File: src/rtl/nco_pkg.sv
package nco_pkg;
  localparam int ACC_W_D  = 32;
  localparam int PH_W_D   = 12;
  localparam int DATA_W_D = 16;
  localparam int ADDR_W_D = 3;
  localparam int N_FREQ_D = 2;
  localparam int N_PHS_D  = 4;

  // modular add of two phase words of width PH_W_D
  function automatic logic [PH_W_D-1:0] ph_add(input logic [PH_W_D-1:0] a,
                                               input logic [PH_W_D-1:0] b);
    return a + b;
  endfunction
endpackage

File: src/rtl/nco_regbank.sv
module nco_regbank #(
  parameter int ACC_W  = nco_pkg::ACC_W_D,
  parameter int PH_W   = nco_pkg::PH_W_D,
  parameter int DATA_W = nco_pkg::DATA_W_D,
  parameter int ADDR_W = nco_pkg::ADDR_W_D,
  parameter int N_FREQ = nco_pkg::N_FREQ_D,
  parameter int N_PHS  = nco_pkg::N_PHS_D
) (
  input  logic                             clk,
  input  logic                             rst,
  input  logic                             wr_en,
  input  logic [ADDR_W-1:0]                wr_addr,
  input  logic [DATA_W-1:0]                wr_data,
  output logic [N_FREQ-1:0][ACC_W-1:0]     freq_q,
  output logic [N_PHS-1:0][PH_W-1:0]       phase_q
);
  localparam int HALVES  = ACC_W / DATA_W;
  localparam int PH_BASE = N_FREQ * HALVES;

  // tuning words: one register per half-word slot
  for (genvar f = 0; f < N_FREQ; f++) begin : g_freq
    for (genvar h = 0; h < HALVES; h++) begin : g_half
      logic [DATA_W-1:0] half_q;
      always_ff @(posedge clk) begin
        if (rst)
          half_q <= '0;
        else if (wr_en && wr_addr == ADDR_W'(f * HALVES + h))
          half_q <= wr_data;
      end
      assign freq_q[f][h*DATA_W +: DATA_W] = half_q;
    end
  end

  // phase offsets: upper data bits are discarded
  for (genvar p = 0; p < N_PHS; p++) begin : g_phs
    logic [PH_W-1:0] off_q;
    always_ff @(posedge clk) begin
      if (rst)
        off_q <= '0;
      else if (wr_en && wr_addr == ADDR_W'(PH_BASE + p))
        off_q <= wr_data[PH_W-1:0];
    end
    assign phase_q[p] = off_q;
  end
endmodule

File: src/rtl/nco_accum.sv
module nco_accum #(
  parameter int ACC_W  = nco_pkg::ACC_W_D,
  parameter int N_FREQ = nco_pkg::N_FREQ_D,
  localparam int FSEL_W = (N_FREQ > 1) ? $clog2(N_FREQ) : 1
) (
  input  logic                         clk,
  input  logic                         rst,
  input  logic [FSEL_W-1:0]            fsel,
  input  logic [N_FREQ-1:0][ACC_W-1:0] freq_q,
  output logic [ACC_W-1:0]             acc_q
);
  logic [ACC_W-1:0] tw_sel;
  always_comb tw_sel = freq_q[fsel];

  // natural wrap modulo 2^ACC_W
  always_ff @(posedge clk) begin
    if (rst) acc_q <= '0;
    else     acc_q <= acc_q + tw_sel;
  end
endmodule

File: src/rtl/nco_phase_sum.sv
module nco_phase_sum #(
  parameter int PH_W  = nco_pkg::PH_W_D,
  parameter int N_PHS = nco_pkg::N_PHS_D,
  localparam int PSEL_W = (N_PHS > 1) ? $clog2(N_PHS) : 1
) (
  input  logic                       clk,
  input  logic                       rst,
  input  logic [PH_W-1:0]            acc_top,
  input  logic [N_PHS-1:0][PH_W-1:0] phase_q,
  input  logic [PSEL_W-1:0]          psel,
  output logic [PH_W-1:0]            phase_out
);
  logic [PH_W-1:0] off_sel;
  always_comb off_sel = phase_q[psel];

  always_ff @(posedge clk) begin
    if (rst) phase_out <= '0;
    else     phase_out <= nco_pkg::ph_add(acc_top, off_sel);
  end
endmodule

File: src/rtl/nco_phase_core.sv
module nco_phase_core #(
  parameter int ACC_W  = nco_pkg::ACC_W_D,
  parameter int PH_W   = nco_pkg::PH_W_D,
  parameter int DATA_W = nco_pkg::DATA_W_D,
  parameter int ADDR_W = nco_pkg::ADDR_W_D,
  parameter int N_FREQ = nco_pkg::N_FREQ_D,
  parameter int N_PHS  = nco_pkg::N_PHS_D,
  localparam int FSEL_W = (N_FREQ > 1) ? $clog2(N_FREQ) : 1,
  localparam int PSEL_W = (N_PHS > 1) ? $clog2(N_PHS) : 1
) (
  input  logic              clk,
  input  logic              rst,
  input  logic              wr_en,
  input  logic [ADDR_W-1:0] wr_addr,
  input  logic [DATA_W-1:0] wr_data,
  input  logic [FSEL_W-1:0] fsel,
  input  logic [PSEL_W-1:0] psel,
  output logic [PH_W-1:0]   phase_out
);
  logic [N_FREQ-1:0][ACC_W-1:0] freq_q;
  logic [N_PHS-1:0][PH_W-1:0]   phase_q;
  logic [ACC_W-1:0]             acc_q;

  nco_regbank #(
    .ACC_W(ACC_W), .PH_W(PH_W), .DATA_W(DATA_W), .ADDR_W(ADDR_W),
    .N_FREQ(N_FREQ), .N_PHS(N_PHS)
  ) u_regs (
    .clk(clk), .rst(rst), .wr_en(wr_en), .wr_addr(wr_addr),
    .wr_data(wr_data), .freq_q(freq_q), .phase_q(phase_q)
  );

  nco_accum #(.ACC_W(ACC_W), .N_FREQ(N_FREQ)) u_acc (
    .clk(clk), .rst(rst), .fsel(fsel), .freq_q(freq_q), .acc_q(acc_q)
  );

  nco_phase_sum #(.PH_W(PH_W), .N_PHS(N_PHS)) u_sum (
    .clk(clk), .rst(rst), .acc_top(acc_q[ACC_W-1 -: PH_W]),
    .phase_q(phase_q), .psel(psel), .phase_out(phase_out)
  );
endmodule

File: config.mk
export PLATFORM = sky130hd
export DESIGN_NAME = nco_phase_core
export DESIGN_NICKNAME = d
export VERILOG_FILES = /design/src/rtl/nco_pkg.sv /design/src/rtl/nco_regbank.sv /design/src/rtl/nco_accum.sv /design/src/rtl/nco_phase_sum.sv /design/src/rtl/nco_phase_core.sv
export SDC_FILE = /design/constraint.sdc
export NUM_CORES = 1
export LEC_CHECK = 0
export ABC_AREA = 1
export BUFFER_PORTS_ARGS = -buffer_cell sky130_fd_sc_hd__buf_4
export CAP_MARGIN = 30
export CORE_UTILIZATION = 50
export CTS_CLUSTER_SIZE = 8
export DETAILED_ROUTE_END_ITERATION = 10
export GPL_ROUTABILITY_DRIVEN = 0
export GPL_TIMING_DRIVEN = 0
export PLACE_DENSITY = 0.67
export SLEW_MARGIN = 20
export SYNTH_ARGS = -nofsm -noshare
export SYNTH_HDL_FRONTEND = slang
export SYNTH_SLANG_ARGS = --single-unit
export TNS_END_PERCENT = 1
File: constraint.sdc
create_clock -name clk -period 4 [get_ports clk]
set_clock_uncertainty 0.05 [all_clocks]
set_input_delay 0.8 -clock clk [delete_from_list [all_inputs] [get_ports clk]]
set_output_delay 0.8 -clock clk [all_outputs]
set_load 0.01 [all_outputs]
After elaboration in Yosys (flattened, before gate mapping):

Cells that the tools add are included.

* register bits after elaboration: 156
* output and inout port bits: 12
* word-level logic and storage cells: 34

* equality and inequality tests: 7
* order comparisons: 2
* add/sub/neg operators: 2
* multiplexer cells: 4
* reduce and logical (&&, ||, !) cells: 9

Operators with widths (count)
* $mux W32: 2
* $add A32 B32 Y32: 1
* $bmux W12 S2: 1
* $add A12 B12 Y12: 1
* $eq A3 B3 Y1 const B: 4
* $mux W12: 1
* $logic_and A1 B1 Y1: 8
* $eq A3 B2 Y1 const B: 2
* $eq A3 B1 Y1 const B: 1
* $logic_not A3 Y1: 1
* $lt A2 B3 Y1 const B: 1
* $lt A1 B2 Y1 const B: 1

Depth between registers and ports, before layout:

Gate-level depths: netlist of the first run.

* depth after elaboration: 3
* mapped depth: 16
* gate-level depth less buffers: 14

Modules after synthesis:

A second synthesis of the first run with hierarchy kept.

* cell total of the unflattened synthesis: 1462
* area total of the unflattened synthesis: 9258.9 um2

Modules (own cells, without submodules)
* nco_regbank: sequential area each 2242.2 um2, cells each 638, area an instance 4425.5 um2, times used 1
* nco_accum: sequential area each 640.6 um2, cells each 604, area an instance 3602.2 um2, times used 1
* nco_phase_sum: sequential area each 240.2 um2, cells each 220, area an instance 1231.2 um2, times used 1

Least setup slack after synthesis of the first run:

OpenSTA, ideal clock, no wires.

* path type: in2reg
* start: in fsel
* end: reg u_acc.acc_q[28]
* path slack: 1.253 ns
* path buffers: 2
* cell stages on the path: 14
* data arrival time: 2.582 ns
* path through: clkbuf_1 clkbuf_1 nand2_1 o21ai_0 ha_1 fa_1 nand3_1 nand3_1 nand3_1 nand3_2 nand2_1 nand3_1 nand2_1 nor2_1

* cells in the longest elaborated chain, start to end: 3

Ends and longest elaborated chain
* from (decl): RTL line nco_phase_core.sv:16 `input logic [FSEL_W-1:0] fsel,`
* $mux W32 (not written as such) (2 in series): RTL line nco_accum.sv:13 `always_comb tw_sel = freq_q[fsel];`
* $add A32 B32 Y32: RTL line nco_accum.sv:18 `else acc_q <= acc_q + tw_sel;`
* to (signal assigned): RTL line nco_accum.sv:18
* to (decl): RTL line nco_accum.sv:10 `output logic [ACC_W-1:0] acc_q`

No other way between the ends. The select of a mux whose other input is x is not followed.
A chain may end at the register's enable or synchronous reset.

Worst setup path in the final report of the first run:

* start: in fsel
* end: reg u_acc.acc_q[17]

Same word-level chain as after synthesis.

==> metrics.csv, run 1 <==
metric,value,unit
crit_buf_inv,3,
grtUsageTotal,28.8,%
fin_crit,3.11,ns
power_density,371,nW/µm²
boundaryPins,37,
finish.instance_area,9660,µm²
cts_tree,yes,
gr-total-overflow,0,
cts.sinks,156,
layout_common_cells,"nand2_1, nor2_1, o21ai_0",
antenna_cells,0,
fin_nets,1454,
p_seq_share,46.1,%
tightest_slew,0.689,ns
path_class,in -> reg,
grt_max_degree,17,
fin_util,57.7,%
area_delta_synth_final,11.4,%
syn_area,8680,µm²
synth_cells,1344,
cp_cell_sequence,clkbuf_1 -> clkbuf_1 -> nand2_1 -> o21ai_0 -> ha_1 -> nand2_2 -> inv_2 -> a21oi_2 -> nand3_2 -> a21oi_1 -> nand2_1 -> nand2_1 -> nor2_1,
cp_data_required_time,4.27,ns
clock_latency,0.43,ns
antenna_found_initial,0,
setup_viol,0,
tns,0,ns
ys_seq_elements,156,
drcViolationCount,0,
rsz0062_at_grt,no,
worstPathArrival,3.38,ns
wl_per_cell,15.2,µm
final_common_cell,nand2_1,
ys.warnings.count,0,
hold_viol,0,
post-cts-setup-buffer-count,0,
numCtsBuffers,17,
vias,8435,
initial_core_util,51.8,%
wirelength,24600,µm
cts_resized,0,
power_frac_comb,11.6,%
final_antenna_net_count,0,
synth_seq_area_share,36.0,%
cts_htree_levels,4,
worstHoldPathType,reg -> reg,
slowest_stage,ha_1,
synth.distinct_cells,34,
slowest_delay,0.39,ns
cts_hold_buf,0,
avgSynthCellArea,6.46,µm²
ir_worst_vdd,313,µV
placedInstanceArea,9120,µm²
synth_fp_nets,1413,
endpoint_kind,register,
drtIter0Drc,712,
cap_violations,0,
min_period_over_period,77.7,%
internal_power,2.58,mW
crit_top_cell,nand2_1,
core-area,16800,µm²
rows,47,
io_buffers,22,
drive_gt1_share,8.30,%
dieArea,17900,µm²
root_buffer,clkbuf_16,
routed_via_density,5.22,
max-slew-margin-rel,53.6,%
critPathLaunchType,primary input,
report.final.slew_viol_count,0,
fp.dieW,134,µm
switching_share,28.0,%
power_frac_clock,42.3,%
first_pass_iters,6,
status,completed,
critPathMaxFanout,10,
die_h,134,µm
cp_top_family,buffers and inverters,
clk_pin_slew_worst_paths,0.07,ns
hpwl,18600,µm
clockBufferDepth,2,
grt_pass1_vias,7669,
grt_first_pass_wirelength,39200,µm
fmax,322,MHz
leakagePower,4.73,nW
switchingPower,1.00,mW
-- power groups by stage --
stage,Clock [mW],Combinational (mW),Sequential (mW)
final,1.52,0.414,1.65
after detailed placement,0,0.408,1.69
after floorplan,0,0.269,1.68
after CTS,1.54,0.410,1.65
after global routing,1.61,0.464,1.66
after global placement,0,0.403,1.68
-- through the flow --
stage / hold WS, ns / cells / total power, mW / worst slack [ns]
2_1_floorplan: 0.374 / 1344 / 1.95 / 1.25
3_3_place_gp: 0.383 / 1586 / 2.09 / 0.554
3_5_place_dp: 0.388 / 1586 / 2.09 / 0.545
4_1_cts: 0.397 / 1617 / 3.60 / 0.953
5_1_grt: 0.406 / 1617 / 3.73 / 0.691
6_report: 0.397 / 1617 / 3.58 / 0.891
-- routing by layer --
| layer | global-route usage [%] | vias up | wire [µm] |
|---|---|---|---|
| met1 | 39.9 | 3790 | 11800 |
| met4 | 12.8 | 0 | 810 |
| met3 | 5.94 | 46 | 1540 |
| li1 | - | 4348 | - |
| met5 | 0 | - | 0 |
| met2 | 42.8 | 251 | 10500 |
-- cell type report --
cell class              instances  area (µm²)
clock inverters                13         108
inverters                     173         649
flip-flops and latches        156        3120
plain buffers                  60         254
repair buffers                 22         165
multi-input cells             955        4650
well taps                     220         275
fillers                      1698        7100
clock buffers                  18         439
-- path summary, 6_finish.rpt --
| kind | cells past startpoint | slack [ns] | start | end |
|---|---|---|---|---|
| min | 2 | 0.40 | u_regs.g_freq[0].g_half[0].half_q[8]$_SDFFE_PP0P_ | u_regs.g_freq[0].g_half[0].half_q[8]$_SDFFE_PP0P_ |
| min reg2reg | 2 | 0.40 | u_regs.g_freq[0].g_half[0].half_q[8]$_SDFFE_PP0P_ | u_regs.g_freq[0].g_half[0].half_q[8]$_SDFFE_PP0P_ |
| max | 13 | 0.89 | fsel | u_acc.acc_q[17]$_SDFF_PP0_ |
| max reg2reg | 11 | 1.57 | u_regs.g_freq[0].g_half[0].half_q[10]$_SDFFE_PP0P_ | u_acc.acc_q[28]$_SDFF_PP0_ |
-- registers in the layout, indices dropped and copies added, names as in the netlist --
| signal | count |
|---|---|
| u_acc.acc_q | 32 |
| u_regs.g_phs.off_q | 48 |
| u_sum.phase_out | 12 |
| u_regs.g_freq.g_half.half_q | 64 |
-- kinds of logic (layout without fill, tap and decap cells) --
group,count (synthesis),in the layout,share of synthesized area [%]
AND/OR/NAND/NOR,613,613,29.2
XOR/XNOR,3,3,0.303
buffers and inverters,233,286,10.4
AO/OA/AOI/OAI,295,295,17.5
flip-flops,156,156,36.0
adder cells (fa/ha/maj),44,44,6.52
-- synthesized netlist by cell type (all sizes together) --
cell type	n	area share, %
nand2	284	13
dfxtp	156	36
a21o	1	0.087
nor2	268	12
and2	5	0.39
o21bai	6	0.56
o22ai	11	0.79
xor2	2	0.20
nor3	7	0.76
fa	2	0.46
xnor2	1	0.10
and3	1	0.087
buf	27	1.5
a21oi	89	5.2
ha	42	6.1
o21a	2	0.17
o21ai	186	11
inv	173	7.5
nand3	42	2.8
nand4	6	0.43
clkbuf	33	1.4
-- tightest hold or removal path: stages, from the launching register on --
cell and delay [ns]:
dfxtp_1 0.30, inv_1 0.05, a21oi_1 0.05
(Power assumes the default switching activity.)
==> run 2: changes to the inputs <==
--- a/config.mk
+++ b/config.mk
@@ -5,7 +5,7 @@
 export SDC_FILE = /design/constraint.sdc
 export NUM_CORES = 1
 export LEC_CHECK = 0
-export ABC_AREA = 1
+export ABC_AREA = 0
 export BUFFER_PORTS_ARGS = -buffer_cell sky130_fd_sc_hd__buf_4
 export CAP_MARGIN = 30
 export CORE_UTILIZATION = 50
==> constraint.sdc (replaced) <==
create_clock -name clk -period 3.15 [get_ports clk]
set_clock_uncertainty 0.05 [all_clocks]
set_input_delay 0.63 -clock clk [delete_from_list [all_inputs] [get_ports clk]]
set_output_delay 0.63 -clock clk [all_outputs]
set_load 0.01 [all_outputs]
==> metrics.csv, run 2 <==
metric,value,unit,change
boundaryPins,37,,unchanged
worstPathArrival,3.32,ns,-0.06 ns
wl_per_cell,17.1,µm,+12%
antenna_found_initial,0,,unchanged
synthFlopType,dfxtp_1,,
grtUsageTotal,26.9,%,-1.9 points
critPathMaxFanout,10,,unchanged
fmax,326,MHz,
worstHoldPathType,reg -> reg,,
io_buffers,21,,-4.5%
critical_path.startpoint,fsel,,
synth_top_area_share,38.5,%,+2.5 points
switchingPower,1.15,mW,+15%
antenna_cells,0,,unchanged
top_register,u_regs.g_freq.g_half.half_q,,
vias,7007,,-17%
max-slew-margin-rel,42.4,%,-11 points
cp_data_required_time,3.40,ns,-0.87 ns
leakagePower,3.57,nW,-25%
fp.dieW,129,µm,-3.3%
cts_hold_buf,0,,unchanged
regToRegStartpoint,u_regs.g_freq[1].g_half[0].half_q[0]$_SDFFE_PP0P_,,
initial_core_util,51.2,%,-0.55 points
largest_reg_flops,64,,unchanged
tns,0,ns,unchanged
power_frac_comb,8.2,%,-3.4 points
cap_violations,0,,unchanged
status,completed,,
cts_htree_levels,4,,unchanged
endpoint_kind,register,,
synth_fp_nets,1060,,-25%
finish.instance_area,9200,µm²,-4.8%
wirelength,21500,µm,-12%
clockBufferDepth,2,,unchanged
area_delta_synth_final,13.5,%,
power_density,509,nW/µm²,+37%
routed_via_density,5.57,,+6.8%
yosys.area.top_type,dfxtp_1,,
grt_max_degree,17,,unchanged
synth.distinct_cells,64,,+88%
min_period_over_period,97.3,%,
core-area,15800,µm²,-5.6%
clk_pin_slew_worst_paths,0.06,ns,about the same
synthTopCellsByCount,"nand2_1, dfxtp_1, a21oi_1, nor2_1, ha_1",,
rows,46,,-2.1%
holdPathStages,2,,unchanged
fin_hold_ws,0.400,ns,+0.00246 ns
internal_power,3.53,mW,+37%
cts.sinks,156,,unchanged
post-cts-setup-buffer-count,0,,unchanged
avgSynthCellArea,8.18,µm²,+27%
final_antenna_net_count,0,,unchanged
yosysMostFrequentCell,nand2_1,,
power_frac_clock,47.9,%,+5.6 points
fin_crit,3.06,ns,
path_class,in -> reg,,
numCtsBuffers,17,,unchanged
reg2reg_depth,9,,-2
first_pass_iters,5,,-1
gr-total-overflow,0,,unchanged
grt_pass1_vias,6377,,-17%
min_from,u_regs.g_freq[0].g_half[0].half_q[14]$_SDFFE_PP0P_,,
synth_cells,991,,-26%
synthArstFlopShare,0,%,unchanged
critPathLaunchType,primary input,,
synth_edf_count,0,,unchanged
dieArea,16700,µm²,-6.5%
drcViolationCount,0,,unchanged
placedInstanceArea,8540,µm²,-6.4%
report.final.slew_viol_count,0,,unchanged
setup_viol,0,,unchanged
clock_latency,0.42,ns,about the same
switching_share,24.6,%,-3.4 points
ys.warnings.count,0,,unchanged
cts_tree,yes,,
drtIter0Drc,659,,-7.4%
largestRegisters,"u_regs.g_freq.g_half.half_q: 64 flops, u_regs.g_phs.off_q: 48 flops, u_acc.acc_q: 32 flops",,
hpwl,15500,µm,-16%
synth_seq_area_share,38.5,%,+2.5 points
syn_area,8110,µm²,-6.6%
ys_seq_elements,156,,unchanged
fin_nets,1098,,-24%
p_seq_share,43.9,%,-2.2 points
grt_first_pass_wirelength,34000,µm,-13%
layout_common_cells,"nand2_1, dfxtp_1, a21oi_1",,
root_buffer,clkbuf_16,,
drive_gt1_share,14.5,%,+6.2 points
ir_worst_vdd,407,µV,+30%
p_total,4.68,mW,+31%
final_common_cell,nand2_1,,
tightest_slew,0.865,ns,+0.176 ns
die_h,129,µm,-3.3%
hold_viol,0,,unchanged
synth.area.top_cells,"dfxtp_1, nand2_1, a21oi_1",,
## run 2: changes by cell type after synthesis, moves of 18 or more
cell | previous run | this run
xnor2_1 | 1 | 19
inv_1 | 165 | 7
nor2_1 | 259 | 61
o21ai_0 | 186 | 21
mux2_2 | 0 | 36
nand3_1 | 36 | 14
a21oi_1 | 88 | 150
## run 2: what timing repair did
action                                  CTS  global route
resized for setup                         3             8
pin swaps                                 0             0
endpoints found under the setup margin    5            10
## run 2: logic make-up (layout without fill, tap and decap cells)
| family | count (synthesis) | count (layout) | synth area share, % |
|---|---|---|---|
| XOR/XNOR | 27 | 27 | 2.92 |
| AND/OR/NAND/NOR | 404 | 404 | 21.4 |
| adder cells (fa/ha/maj) | 44 | 44 | 6.98 |
| multiplexers | 53 | 53 | 8.98 |
| AO/OA/AOI/OAI | 235 | 235 | 17.5 |
| buffers and inverters | 72 | 123 | 3.72 |
| flip-flops | 156 | 156 | 38.5 |
## run 2: per-layer routing
layer / part of all wire [%] / global-route usage, % / routed length, µm
met1: 48 / 38.5 / 10200
met2: 45 / 41.6 / 9660
met3: 6.0 / 4.34 / 1300
met4: 1.4 / 7.75 / 308
met5: 0 / 0 / 0
## run 2: worst paths after layout
check                                                       endpoint  slack (ns)
setup / recovery                          u_acc.acc_q[28]$_SDFF_PP0_        0.09
hold / removal    u_regs.g_freq[0].g_half[0].half_q[14]$_SDFFE_PP0P_        0.40
setup reg to reg                          u_acc.acc_q[28]$_SDFF_PP0_        0.29
hold reg to reg   u_regs.g_freq[0].g_half[0].half_q[14]$_SDFFE_PP0P_        0.40
## run 2: through the flow
step / utilization (%) / worst slack, ns / std cells
final: 58.1 / 0.0856 / 1258
after global routing: 58.1 / -0.00256 / 1258
after CTS: 58.0 / 0.0470 / 1260
after detailed placement: 53.9 / -0.499 / 1228
after global placement: 53.9 / -0.524 / 1228
after floorplan: - / -0.0412 / 991
## run 2: power groups by stage
stage / clock [mW] / sequential (mW) / combinational [mW]
final: 2.24 / 2.05 / 0.386
after floorplan: 0 / 2.09 / 0.260
after global routing: 2.35 / 2.06 / 0.423
after global placement: 0 / 2.10 / 0.376
after CTS: 2.26 / 2.05 / 0.383
after detailed placement: 0 / 2.10 / 0.380
## run 2: final cells by class
| type | count | area (µm²) |
|---|---|---|
| inverter | 7 | 26.3 |
| tap | 216 | 270 |
| fill | 1468 | 6630 |
| clock inverter | 14 | 205 |
| buffer | 63 | 275 |
| clock buffer | 18 | 439 |
| sequential | 156 | 3120 |
| timing repair buffer | 21 | 158 |
| multi-input combinational | 763 | 4700 |
## run 2: worst max-delay path, stage by stage
cell	delay [ns]
buf_2	0.16
buf_4	0.23
mux2_2	0.39
fa_1	0.44
a21o_1	0.22
a31o_2	0.30
a31oi_2	0.31
nor3b_2	0.13
o21ai_1	0.16
mux2_1	0.34
==> run 3: changes to the inputs <==
--- a/config.mk
+++ b/config.mk
@@ -8,12 +8,11 @@
 export ABC_AREA = 0
 export BUFFER_PORTS_ARGS = -buffer_cell sky130_fd_sc_hd__buf_4
 export CAP_MARGIN = 30
-export CORE_UTILIZATION = 50
+export CORE_UTILIZATION = 40
 export CTS_CLUSTER_SIZE = 8
 export DETAILED_ROUTE_END_ITERATION = 10
 export GPL_ROUTABILITY_DRIVEN = 0
 export GPL_TIMING_DRIVEN = 0
-export PLACE_DENSITY = 0.67
 export SLEW_MARGIN = 20
 export SYNTH_ARGS = -nofsm -noshare
 export SYNTH_HDL_FRONTEND = slang
==> constraint.sdc (replaced) <==
create_clock -name clk -period 3.15 [get_ports clk]
set_clock_uncertainty 0.05 [all_clocks]
set_input_delay 0.63 -clock clk [delete_from_list [all_inputs] [get_ports clk]]
set_output_delay 0.63 -clock clk [all_outputs]
set_load 0.005 [all_outputs]
==> metrics.csv, run 3 (same netlist as run 2, synthesis figures left out) <==
metric,value,unit,change
status,completed,,
fin_nets,1099,,+0.091%
p_seq_share,42.2,%,-1.7 points
antenna_cells,0,,unchanged
power_frac_comb,7.9,%,-0.3 points
gr-total-overflow,0,,unchanged
wirelength,22200,µm,+3.4%
fp.dieW,144,µm,+12%
largestRegisters,"u_regs.g_freq.g_half.half_q: 64 flops, u_regs.g_phs.off_q: 48 flops, u_acc.acc_q: 32 flops",,
cp_data_required_time,3.42,ns,+0.02 ns
crit_buf_inv,2,,unchanged
first_pass_iters,5,,unchanged
cp_top_family,compound AO/OA/AOI/OAI gates,,
dieArea,20800,µm²,+25%
routed_via_density,5.32,,-4.4%
die_h,144,µm,+12%
switching_share,23.8,%,-0.81 points
layout_common_cells,"nand2_1, dfxtp_1, a21oi_1",,
cap_violations,0,,unchanged
r2r_setup_slack,0.27,ns,-0.02 ns
fin_util,47.4,%,-11 points
ir_worst_vdd,384,µV,-5.7%
p_total,4.86,mW,+3.9%
regToRegStartpoint,u_regs.g_freq[1].g_half[0].half_q[0]$_SDFFE_PP0P_,,
final_common_cell,nand2_1,,
min_period_over_period,98.2,%,+0.91 points
report.final.slew_viol_count,0,,unchanged
power_density,522,nW/µm²,+2.6%
wl_per_cell,17.0,µm,-0.52%
grtUsageTotal,22.6,%,-4.3 points
clock_latency,0.43,ns,about the same
rows,51,,+11%
grt_first_pass_wirelength,35400,µm,+4.3%
fin_crit,3.09,ns,+0.0286 ns
max-slew-margin-rel,46.9,%,+4.5 points
slowest_delay,0.44,ns,about the same
grt_max_degree,17,,unchanged
grt_pass1_vias,6587,,+3.3%
top_register,u_regs.g_freq.g_half.half_q,,
area_delta_synth_final,14.9,%,
drive_gt1_share,14.7,%,+0.18 points
tightest_slew,0.797,ns,-0.0674 ns
io_buffers,21,,unchanged
slowest_stage,fa_1,,
numCtsBuffers,17,,unchanged
clk_pin_slew_worst_paths,0.06,ns,about the same
antenna_found_initial,0,,unchanged
drcViolationCount,0,,unchanged
critPathLaunchType,primary input,,
initial_core_util,41.2,%,-10 points
core-area,19700,µm²,+24%
tns,0,ns,unchanged
cts_tree,yes,,
switchingPower,1.16,mW,+0.49%
power_frac_clock,49.9,%,+2.0 points
worstHoldPathType,reg -> reg,,
fmax,323,MHz,-0.92%
internal_power,3.71,mW,+5.0%
cp_cell_sequence,buf_2 -> clkbuf_4 -> mux2_2 -> fa_1 -> a21o_1 -> a31o_2 -> nand3_2 -> nand3_1 -> a31oi_1 -> mux2_2,,
cts.sinks,156,,unchanged
critPathMaxFanout,10,,unchanged
largest_reg_flops,64,,unchanged
root_buffer,clkbuf_16,,
endpoint_kind,register,,
final_antenna_net_count,0,,unchanged
drtIter0Drc,631,,-4.2%
hpwl,16100,µm,+3.7%
worstPathArrival,3.36,ns,+0.04 ns
leakagePower,3.63,nW,+1.7%
min_to,u_regs.g_freq[0].g_half[1].half_q[12]$_SDFFE_PP0P_,,
hold_viol,0,,unchanged
cts_hold_buf,0,,unchanged
clockBufferDepth,2,,unchanged
holdPathStages,2,,unchanged
reg2reg_depth,9,,unchanged
crit_top_cell,mux2_2,,
rsz0062_at_grt,yes,,
post-cts-setup-buffer-count,0,,unchanged
cts_htree_levels,4,,unchanged
min_from,u_regs.g_freq[0].g_half[1].half_q[12]$_SDFFE_PP0P_,,
path_class,in -> reg,,
vias,6962,,-0.64%
r2r-end,u_acc.acc_q[26]$_SDFF_PP0_,,
boundaryPins,37,,unchanged
setup_viol,0,,unchanged
-- run 3: repair_timing --
item                                    in CTS  in global routing
resized for setup                            4                  9
pin swaps                                    0                  0
endpoints found under the setup margin       5                  9
-- run 3: area by class of cell --
type / instances / area, µm²
multi-input cells: 763 / 4710
fillers: 1974 / 10300
inverters: 7 / 26.3
well taps: 265 / 332
plain buffers: 64 / 282
clock inverters: 12 / 230
flip-flops and latches: 156 / 3120
repair buffers: 21 / 158
clock buffers: 20 / 457
-- run 3: power by group through the flow --
stage               clock network [mW]  registers [mW]  logic, mW
CTS                               2.45            2.05      0.383
finish                            2.43            2.05      0.383
global placement                     0            2.10      0.376
floorplan                            0            2.09      0.260
global route                      2.52            2.06      0.426
detailed placement                   0            2.10      0.381
-- run 3: worst max path at each step --
stage	depth (start not counted)	end	startpoint
after floorplan	10	u_acc.acc_q[28]$_SDFF_PP0_	fsel
after global placement	11	u_acc.acc_q[30]$_SDFF_PP0_	fsel
after detailed placement	11	u_acc.acc_q[30]$_SDFF_PP0_	fsel
after CTS	10	u_acc.acc_q[26]$_SDFF_PP0_	fsel
after global routing	11	u_acc.acc_q[30]$_SDFF_PP0_	fsel
final	10	u_acc.acc_q[26]$_SDFF_PP0_	fsel
-- run 3: metrics by stage --
step	std cells	instance area [µm²]	hold slack, ns	setup WS [ns]
5_1_grt	1308	9320	0.419	-0.0247
6_report	1308	9320	0.401	0.0570
3_5_place_dp	1277	8600	0.393	-0.612
3_3_place_gp	1277	8600	0.389	-0.622
4_1_cts	1309	9290	0.402	0.0339
2_1_floorplan	991	8110	0.383	-0.0412
-- run 3: tightest hold or removal path: stages, from the launching register on --
cell and delay (ns):
dfxtp_1 0.31, nand2_1 0.05, a21oi_1 0.05
-- run 3: layer usage --
metal	vias up	routed length, µm	GRT usage [%]
li1	3489	-	-
met1	3271	11000	32.3
met2	167	9850	34.4
met3	35	923	3.48
met4	0	493	7.65
met5	-	0	0
